### config.mk
export PLATFORM = sky130hd
export DESIGN_NAME = intr_prio_ctrl
export DESIGN_NICKNAME = d
export VERILOG_FILES = /design/src/rtl/intr_prio_pkg.sv /design/src/rtl/prio_save_lifo.sv /design/src/rtl/prio_arbiter.sv /design/src/rtl/intr_prio_ctrl.sv
export SDC_FILE = /design/constraint.sdc
export NUM_CORES = 1
export LEC_CHECK = 0
export BUFFER_PORTS_ARGS = -buffer_cell sky130_fd_sc_hd__buf_2
export CAP_MARGIN = 20
export CORE_UTILIZATION = 35
export DETAILED_ROUTE_END_ITERATION = 8
export GPL_TIMING_DRIVEN = 0
export SKIP_LAST_GASP = 1
export SYNTH_ARGS = -nofsm -noshare
export SYNTH_HDL_FRONTEND = slang
export SYNTH_SLANG_ARGS = --single-unit
### constraint.sdc
create_clock -name clk -period 3.3 [get_ports clk]
set_clock_uncertainty 0.2 [all_clocks]
set_input_delay 0.165 -clock clk [delete_from_list [all_inputs] [get_ports clk]]
set_output_delay 0.165 -clock clk [all_outputs]
set_load 0.05 [all_outputs]
### src/rtl/intr_prio_pkg.sv
// Package: shared types for the interrupt priority control block.
// Assumes an 8-bit control byte whose field order other logic decodes.
package intr_prio_pkg;

    localparam int PRIO_W = 3;

    typedef enum logic [1:0] {
        SRC_NONE = 2'd0,
        SRC_MASK = 2'd1,
        SRC_TOP  = 2'd2,
        SRC_NMI  = 2'd3
    } src_e;

    typedef struct packed {
        logic              gce;   // counter enable
        logic              tlip;  // top-level pending
        logic              tli;   // top-level enable
        logic              gie;   // global interrupt enable
        logic              nest;  // 1 = nested, 0 = concurrent
        logic [PRIO_W-1:0] cpl;   // current level, 0 most urgent
    } ctl_reg_t;

    localparam ctl_reg_t CTL_RESET = 8'h87;

endpackage

### src/rtl/prio_save_lifo.sv
// Module: prio_save_lifo
// Last-in first-out store for preempted priority levels.
// Assumes push and pop are never requested together. A push while full
// and a pop while empty are ignored. Entries carry no reset; only the
// occupancy count does.
module prio_save_lifo #(
    parameter int DEPTH = 7,
    parameter int W     = 3,
    localparam int CW   = $clog2(DEPTH + 1),
    localparam int AW   = (DEPTH > 1) ? $clog2(DEPTH) : 1
) (
    input  logic          clk,
    input  logic          rst_n,
    input  logic          push,
    input  logic          pop,
    input  logic [W-1:0]  din,
    output logic [W-1:0]  dout,
    output logic          full,
    output logic          empty,
    output logic [CW-1:0] count
);

    logic [W-1:0]  mem [DEPTH];
    logic [AW-1:0] top_idx;

    // Occupancy flags and the index of the newest entry.
    always_comb begin
        full    = (count == CW'(DEPTH));
        empty   = (count == '0);
        top_idx = AW'(count - 1'b1);
        dout    = empty ? '0 : mem[top_idx];
    end

    // Track the number of stored levels.
    always_ff @(posedge clk) begin
        if (!rst_n)                count <= '0;
        else if (push && !full)    count <= count + 1'b1;
        else if (pop && !empty)    count <= count - 1'b1;
    end

    // One storage slot per level; a slot is written when it is the next free one.
    for (genvar i = 0; i < DEPTH; i++) begin : g_slot
        always_ff @(posedge clk) begin
            if (push && !full && (count == CW'(i)))
                mem[i] <= din;
        end
    end

    p_push_grow_r5: assert property (@(posedge clk) disable iff (!rst_n)
        (push && !full) |=> (count == $past(count) + 1'b1));

    p_full_hold_r6: assert property (@(posedge clk) disable iff (!rst_n)
        (full && push && !pop) |=> full);

endmodule

### src/rtl/prio_arbiter.sv
// Module: prio_arbiter
// Combinational choice among the three request sources against the
// current control state. Also reports when an ordinary request that
// outranks the current level is refused because the save stack is full.
module prio_arbiter
    import intr_prio_pkg::*;
(
    input  logic              req_valid,
    input  logic [PRIO_W-1:0] req_prio,
    input  logic              nmi_req,
    input  logic              tlip,
    input  logic              tli,
    input  logic              gie,
    input  logic              nest,
    input  logic [PRIO_W-1:0] cpl,
    input  logic              stack_full,
    output src_e              kind,
    output logic              blocked
);

    logic outranks;

    // Fixed source order: non-maskable, top-level, ordinary.
    always_comb begin
        outranks = req_valid && gie && (req_prio < cpl);
        blocked  = outranks && nest && stack_full;
        if (nmi_req)                    kind = SRC_NMI;
        else if (tlip && tli && gie)    kind = SRC_TOP;
        else if (outranks && !blocked)  kind = SRC_MASK;
        else                            kind = SRC_NONE;
    end

endmodule

### src/rtl/intr_prio_ctrl.sv
// Module: intr_prio_ctrl (top)
// Central interrupt control byte with its acceptance decision, the
// save stack used in nested mode and the sticky overflow flag.
// Assumes ack_i and ret_i are single-cycle strobes from the controller.
// A software write takes precedence over any acknowledge or return in
// the same cycle.
module intr_prio_ctrl
    import intr_prio_pkg::*;
#(
    parameter int STACK_DEPTH = 7,
    localparam int DW = $clog2(STACK_DEPTH + 1)
) (
    input  logic              clk,
    input  logic              rst_n,
    input  logic              req_valid_i,
    input  logic [PRIO_W-1:0] req_prio_i,
    input  logic              top_req_i,
    input  logic              nmi_req_i,
    input  logic              ack_i,
    input  logic              ret_i,
    input  logic              wr_en_i,
    input  logic [7:0]        wr_data_i,
    input  logic              timer_ce_i,
    output logic [7:0]        rd_data_o,
    output logic [1:0]        accept_kind_o,
    output logic              ovf_o,
    output logic [DW-1:0]     save_depth_o,
    output logic              counter_en_o
);

    ctl_reg_t          ctl_q, ctl_d;
    logic              ovf_q, ovf_d;
    src_e              kind;
    logic              blocked;
    logic              push, pop;
    logic [PRIO_W-1:0] saved_lvl;
    logic              st_full, st_empty;

    prio_arbiter u_arb (
        .req_valid (req_valid_i),
        .req_prio  (req_prio_i),
        .nmi_req   (nmi_req_i),
        .tlip      (ctl_q.tlip),
        .tli       (ctl_q.tli),
        .gie       (ctl_q.gie),
        .nest      (ctl_q.nest),
        .cpl       (ctl_q.cpl),
        .stack_full(st_full),
        .kind      (kind),
        .blocked   (blocked)
    );

    prio_save_lifo #(.DEPTH(STACK_DEPTH), .W(PRIO_W)) u_lifo (
        .clk  (clk),
        .rst_n(rst_n),
        .push (push),
        .pop  (pop),
        .din  (ctl_q.cpl),
        .dout (saved_lvl),
        .full (st_full),
        .empty(st_empty),
        .count(save_depth_o)
    );

    // Next control byte: a write first, then acknowledge, then return; the top request is ORed in last.
    always_comb begin
        ctl_d = ctl_q;
        push  = 1'b0;
        pop   = 1'b0;
        if (wr_en_i) begin
            ctl_d = ctl_reg_t'(wr_data_i);
        end else if (ack_i && (kind != SRC_NONE)) begin
            case (kind)
                SRC_MASK: begin
                    ctl_d.cpl = req_prio_i;
                    if (ctl_q.nest) push      = 1'b1;
                    else            ctl_d.gie = 1'b0;
                end
                SRC_TOP:  ctl_d.tlip = 1'b0;
                default:  ;
            endcase
        end else if (ret_i) begin
            if (ctl_q.nest) begin
                if (!st_empty) begin
                    pop       = 1'b1;
                    ctl_d.cpl = saved_lvl;
                end
            end else begin
                ctl_d.gie = 1'b1;
            end
        end
        if (top_req_i) ctl_d.tlip = 1'b1;
        ovf_d = wr_en_i ? 1'b0 : (ovf_q | blocked);
    end

    // Control byte and overflow flag registers.
    always_ff @(posedge clk) begin
        if (!rst_n) begin
            ctl_q <= CTL_RESET;
            ovf_q <= 1'b0;
        end else begin
            ctl_q <= ctl_d;
            ovf_q <= ovf_d;
        end
    end

    // Output views of the state.
    always_comb begin
        rd_data_o     = ctl_q;
        accept_kind_o = kind;
        ovf_o         = ovf_q;
        counter_en_o  = ctl_q.gce & timer_ce_i;
    end

    p_rank_r2: assert property (@(posedge clk) disable iff (!rst_n)
        (kind == SRC_MASK) |-> (ctl_q.gie && (req_prio_i < ctl_q.cpl)));

    p_nmi_quiet_r3: assert property (@(posedge clk) disable iff (!rst_n)
        (ack_i && nmi_req_i && !wr_en_i && !top_req_i) |=> (rd_data_o == $past(rd_data_o)));

    p_conc_mask_r4: assert property (@(posedge clk) disable iff (!rst_n)
        (ack_i && kind == SRC_MASK && !ctl_q.nest && !wr_en_i) |=> !ctl_q.gie);

    p_no_overflow_r6: assert property (@(posedge clk) disable iff (!rst_n)
        (blocked && !wr_en_i) |=> ovf_q);

    p_tlip_set_r7: assert property (@(posedge clk) disable iff (!rst_n)
        top_req_i |=> ctl_q.tlip);

endmodule

==> results of run 1 <==
## critical path, delay by kind of cell, from the launching register on
kind,cells,cell delay (ns)
flip-flops,1,0.52
AND/OR/NAND/NOR,3,1.15
AO/OA/AOI/OAI,1,0.22
adder cells (fa/ha/maj),1,0.19
buffers and inverters,1,0.08
## power by group
part	leakage [nW]	switching [mW]	total [mW]	internal, mW
Clock	0.0430	0.146	0.288	0.142
Combinational	0.561	0.0718	0.117	0.0453
Sequential	0.284	0.0130	0.461	0.448
Total	0.888	0.231	0.866	0.635
## timing repair
item | 4_1_cts | 5_1_grt
endpoints found under the hold margin | 8 | 0
setup buffers | 0 | 0
hold buffers | 7 | 0
setup endpoints to repair | 0 | 0
## logic make-up (layout without fill, tap and decap cells)
| logic type | count (synthesis) | in the layout |
|---|---|---|
| AOI/OAI and AO/OA | 34 | 34 |
| xor gates and xnor gates | 2 | 2 |
| adders and majority gates | 9 | 9 |
| buffers and inverters | 20 | 69 |
| DFF | 33 | 33 |
| muxes | 9 | 9 |
| and+or+nand+nor | 46 | 46 |
## layer usage
layer / wire length [um] / vias up / part of all wire (%)
met3: 138 / 8 / 3.7
met5: 0 / - / 0
met4: 88 / 0 / 2.4
met1: 1711 / 650 / 46
met2: 1764 / 27 / 48
li1: - / 657 / -
## area by class of cell
type                            instances  area (sq um)
Sequential cell                        33         870.8
Inverter                               11         55.05
Clock inverter                          3         12.51
Tap cell                               67         83.83
Buffer                                  9         55.05
Multi-Input combinational cell        100         763.2
Timing Repair Buffer                   41         240.2
Clock buffer                            5         68.82
Fill cell                             481          2605
## flip-flops by register name, indices dropped and copies added (netlist names)
signal        cells
u_lifo.mem       21
rd_data_o         8
ovf_o             1
u_lifo.count      3
## worst max-delay path by stage
stage	slack (ns)	cells past startpoint	startpoint	to
floorplan	0.54	9	u_lifo.count[0]$_SDFFE_PN0P_	rd_data_o[1]$_SDFFE_PN1P_
global placement	0.58	9	u_lifo.count[0]$_SDFFE_PN0P_	rd_data_o[1]$_SDFFE_PN1P_
detailed placement	0.52	6	rd_data_o[2]$_SDFFE_PN1P_	u_lifo.mem[5][2]$_DFFE_PP_
CTS	0.51	6	rd_data_o[2]$_SDFFE_PN1P_	u_lifo.mem[5][2]$_DFFE_PP_
global route	0.35	6	rd_data_o[2]$_SDFFE_PN1P_	u_lifo.mem[5][2]$_DFFE_PP_
finish	0.57	6	rd_data_o[2]$_SDFFE_PN1P_	u_lifo.mem[5][2]$_DFFE_PP_
## Yosys cell counts, drive strengths merged, types with 2 or more instances
cell type	number
a31o	2
a211oi	3
o311ai	4
dfxtp	12
o21ai	7
nand2	13
mux2	3
ha	9
inv	10
clkbuf	2
and2	3
a21oi	7
a21o	2
edfxtp	21
nand3	2
buf	7
and3b	2
mux2i	3
mux4	3
and3	4
a21boi	3
nor3	8
nor2	9
==> impl_results.md, run 1 <==
- Status: complete, no violations
- WL/cell: roughly 14 um
- Core ar.: roughly 4800 sq um
- Port buffer count: 34
- Slew @ Worst Pin: between 0.7 and 0.8 ns
- Hold Worst Slack: 0.0006509 ns
- Post-placement cell area: 1998 sq um
- Worst EP required: around 3.0 ns
- Final number of max-transition violations: 0
- Design area: 2150 sq um
- Commonest non-fill, non-tap cell in the layout: buf_2
- Placed Cells: about 250
- Hold WC Path Type: input port to flop
- Total power: around 0.87 mW
- Fraction of layout cells with a size suffix above 1: 30.69%
- Setup TNS: 0 ns
- Crit-path max cell delay: approximately 0.65 ns
- CTS root buf: clkbuf_8
- CTS clk-pin slew, worst paths: 0.07 ns
- Reg2Reg Setup Slack: 0.57 ns
- First-pass GRT wire length: between 6000 and 7000 um
- Warnings from Yosys: 0
- Peak VDD IR: 205.8 uV
- Leakage: around 0.89 nW
- Cell Area, Synth: ~1700 sq um
- Critical Path, Cell by Cell: inv_1 > ha_1 > and3b_4 > o211a_1 > nand3_1 > nor4b_1
- CTS buffer count: 5
- Routability cong.: 0.7344
- Period minus WS final: roughly 2.7 ns
- Crit path launch type: flop
- GRT met3 Usage: just over 3%
- Die area: about 5300 sq um
- Hold Path End: rd_data_o[6]$_SDFFE_PN0P_
- Post-synth EDFFs: 21
- Maximum clock rate: around 370 MHz
- Period utilisation layout: roughly 83%
- Crit. End Element: flop
- Synth async-reset ratio: 0%
- Vias in the first global route: approximately 1300
- Commonest cells after routing, fill and taps aside: 36 x buf_2, 21 x edfxtp_1, 12 x nand2_1, 12 x dfxtp_1, 10 x inv_1
- Critical path data arrival time: between 2 and 2.5 ns
- Synth Area in Simple Gates: 13.92%
- DRT antenna net count: 0
- Initial Util: about 37%
- Worst slack, placed: between 0.5 and 0.6 ns
- GR Util All Layers: roughly 16%
- Cell accounting for the most synthesized area: edfxtp_1
- GRT Max-Usage Layer: met2
- CTS tree: built
- Post-synthesis sequential area ratio: roughly half
- XOR/XNOR share of the synthesized area: between 1 and 1.5%
- FP Rows: 25
- Distinct cell type count after synthesis: between 40 and 50
- CP Max Fanout: 10
- Hold_sp: wr_data_i[6]
- Multiplexer share of the synthesized area: roughly 7.5%
- Final Setup Violations: 0
- Initial antenna violation count: 0
- Pin count of the biggest net entering global routing: 11
- Critical path's slowest cell: nor4b_1
- Post-Synth Adder-Cell Area: under 10%
- Synth top area share: between 30% and 40%
- Maximum clock insertion buffer count: 2
- Slew headroom: about 52%
- Syn Nets: 182
- Met1 Track Usage GR: a little over a fifth
- Most common flop cell mapped by yosys: edfxtp_1
- # diodes: 0
- Die width: roughly 73 um
- Hold depth: 3
- RSZ-0062 raised after global routing: no
- I/O Pins: 35
- Area growth syn-to-layout: 23.24%
- Drt first pass iters: 4
- Clk_lat worst skew: about 0.28 ns
- DR DRC count: 0
- PD cells: 403.0 nW/um^2
- Wirelength, routed: approximately 3700 um
- DR vias: between 1000 and 1500
- Mapped Cells: 153
- Nets@finish: 230
- Main combinational cell family by area after synthesis: compound AO/OA/AOI/OAI gates
- R2R depth: 6
- Setup WS post-layout: 0.5734 ns
- Critical path class: flop to flop
- Post-DP HPWL: approximately 2700 um
- Total grt overflow: 0
- Final hold vios: 0
- DR iter-0 viols: between 80 and 90
- Reg-to-Reg Start: rd_data_o[2]$_SDFFE_PN1P_
- Final Util: around 45%
- Post-cts gate resize count: 0
- Post-synthesis compound-gate area fraction: 14.85%
- Clock tree sinks: 33
- Syn Area/Cell: ~11 sq um
- Die Span Y: between 70 and 80 um
- Total of max-cap violations: 0
- Vias per cell: 4.989
- H-Tree Depth: 2
- Grt met2 use: between 20% and 30%
- RR Endpoint: u_lifo.mem[5][2]$_DFFE_PP_
- Yosys reg bits: 33
- Non-Filler Instances: roughly 270
- Largest cells by area after synthesis: edfxtp_1 36%, dfxtp_1 14%, ha_1 6.5%
Note: power is estimated with default switching activity, not from simulation.
==> inputs of run 2 (changes only) <==
==> constraint.sdc (replaced) <==
create_clock -name clk -period 2.4 [get_ports clk]
set_clock_uncertainty 0.2 [all_clocks]
set_input_delay 0.12 -clock clk [delete_from_list [all_inputs] [get_ports clk]]
set_output_delay 0.12 -clock clk [all_outputs]
set_load 0.05 [all_outputs]
==> impl_results.md, run 2 (synthesis results as in run 1) <==
- DR vias: ~1300
- Grt met2 use: 25.65%
- Critical path class: flop to flop
- CTS tree: built
- Placed Cells: about 250
- Leakage: between 0.9 and 1 nW
- Slew @ Worst Pin: 0.4626 ns
- Hold_sp: nmi_req_i
- FP Rows: 25
- Maximum clock rate: ~440 MHz
- R2R depth: 9
- Hold Path End: rd_data_o[6]$_SDFFE_PN0P_
- Clock tree sinks: 33
- Switching Share: a little under a quarter
- Gate power share: around 12%
- Design area: about 2400 sq um
- Crit. End Element: flop
- DRT antenna net count: 0
- Setup WS post-layout: 0.1255 ns
- CTS root buf: clkbuf_8
- PD cells: between 600 and 700 nW/um^2
- Met1 Track Usage GR: 20.88%
- First-pass GRT wire length: between 6000 and 7000 um
- GRT met3 Usage: under 10%
- Nets@finish: 236
- Reg2Reg Setup Slack: around 0.13 ns
- Worst EP required: roughly 2.4 ns
- DR iter-0 viols: just under 60
- Setup TNS: 0 ns
- Drt first pass iters: 4
- Peak VDD IR: 306.6 uV
- Final Setup Violations: 0
- CTS clk-pin slew, worst paths: approximately 0.070 ns
- CP Max Fanout: 10
- Area growth syn-to-layout: 35.01%
- Vias in the first global route: about 1300
- DR DRC count: 0
- Initial antenna violation count: 0
- Sw power: between 0.3 and 0.4 mW
- Max reg flops: 21
- Commonest cells after routing, fill and taps aside: 35 x buf_2, 21 x edfxtp_1, 11 x nand2_1, 10 x dlygate4sd3_1
- Post-placement cell area: about 2000 sq um
- Area of the multi-input gates: about 840 sq um
- FF+latch area: 883.3 sq um
- Clk_lat worst skew: approximately 0.28 ns
- Fraction of layout cells with a size suffix above 1: roughly two fifths
- Crit path launch type: flop
- Port buffer count: 34
- Hold WC Path Type: input port to flop
- Status: complete, no violations
- Vias per cell: 4.847
- Hold Worst Slack: 0.04735 ns
- Flop pwr share: roughly 45%
- Die Span Y: 72.59 um
- H-Tree Depth: 2
- Core ar.: around 4800 sq um
- Total of max-cap violations: 0
- GR Util All Layers: roughly 16%
- I/O Pins: 35
- RR Endpoint: u_lifo.count[0]$_SDFFE_PN0P_
- P_int: ~1.1 mW
- Pin count of the biggest net entering global routing: 12
- Period utilisation layout: a little over nine tenths
- Final hold vios: 0
- Non-Filler Instances: 275
- Maximum clock insertion buffer count: 2
- Fillers: about 460
- Routability cong.: ~0.74
- Reg with most FFs: u_lifo.mem
- Total grt overflow: 0
- Post-DP HPWL: 2755 um
- Slew headroom: around 69%
- Wirelength, routed: between 3000 and 4000 um
- Initial Util: ~37%
- Commonest non-fill, non-tap cell in the layout: buf_2
- CTS buffer count: 5
- # diodes: 0
- Hold depth: 3
- WL/cell: 13.92 um
- Final number of max-transition violations: 0
- Die width: just over 70 um
- Critical path data arrival time: 2.25 ns
- Clock Power Share: between 40% and 50%
- Worst slack, placed: -0.1904 ns
- RSZ-0062 raised after global routing: no
- GRT Max-Usage Layer: met2
- Period minus WS final: ~2.3 ns
- Reg-to-Reg Start: rd_data_o[2]$_SDFFE_PN1P_
- Die area: approximately 5300 sq um
[run 2: cell count changes in the layout (fill, tap and decap cells not counted), moves of 2 or more]
cell | before | now
buf_4 | 5 | 8
dlygate4sd3_1 | 7 | 10
clkinv_1 | 2 | 0
a21oi_2 | 0 | 2
bufinv_16 | 0 | 2
a21oi_1 | 7 | 5
nor3_1 | 7 | 5
buf_6 | 0 | 2
dfxtp_4 | 0 | 3
dfxtp_1 | 12 | 8
[run 2: worst max path at each step]
stage | startpoint | end | slack (ns) | cells after the start
6_report | rd_data_o[2]$_SDFFE_PN1P_ | u_lifo.count[0]$_SDFFE_PN0P_ | 0.13 | 9
5_1_grt | rd_data_o[2]$_SDFFE_PN1P_ | u_lifo.count[0]$_SDFFE_PN0P_ | 0.0008 | 9
4_1_cts | rd_data_o[2]$_SDFFE_PN1P_ | u_lifo.mem[0][1]$_DFFE_PP_ | -0.05 | 6
3_5_place_dp | u_lifo.count[0]$_SDFFE_PN0P_ | rd_data_o[1]$_SDFFE_PN1P_ | -0.19 | 9
3_3_place_gp | u_lifo.count[0]$_SDFFE_PN0P_ | rd_data_o[1]$_SDFFE_PN1P_ | -0.18 | 9
2_1_floorplan | u_lifo.count[0]$_SDFFE_PN0P_ | rd_data_o[1]$_SDFFE_PN1P_ | -0.01 | 9
[run 2: per-layer routing]
metal	part of all wire, %	vias to the layer above
met5	0	-
met2	49	25
met1	45	633
met4	1.5	0
met3	4.6	5
li1	-	670
[run 2: power groups by stage]
stage          logic (mW)  clock network [mW]  registers (mW)
2_1_floorplan      0.0928                   0           0.658
3_3_place_gp        0.152                   0           0.646
3_5_place_dp        0.153                   0           0.646
4_1_cts             0.166               0.630           0.633
5_1_grt             0.188               0.658           0.635
6_report            0.173               0.616           0.633
[run 2: critical path: stages (launching register included)]
cell,delay (ns)
dfxtp_4,0.41
inv_1,0.05
ha_1,0.17
and3b_4,0.31
o211ai_4,0.09
o31ai_4,0.37
buf_4,0.20
nor3_2,0.06
nor3_1,0.13
and3b_1,0.19
[run 2: what timing repair did]
action                                  CTS  global route
resized for setup                         4            15
pin swaps                                 0             2
buffers inserted                          0             4
gates cloned                              0             0
endpoints found under the setup margin   12            26
hold buffers                             10             0
hold endpoints to repair                 10             0
[run 2: final cells by class]
| type | count | area share [%] |
|---|---|---|
| repair buffers | 48 | 12.75 |
| multi-input cells | 100 | 35.55 |
| plain buffers | 8 | 2.604 |
| clock inverters | 3 | 2.763 |
| flip-flops and latches | 33 | 37.51 |
| clock buffers | 5 | 2.922 |
| well taps | 67 | 3.560 |
| inverters | 11 | 2.338 |
[run 2: stage by stage]
step / power (mW) / util (%)
floorplan: 0.7512 / -
global placement: 0.7976 / 42.32
detailed placement: 0.7990 / 42.32
CTS: 1.430 / 47.66
global route: 1.481 / 49.53
finish: 1.421 / 49.53
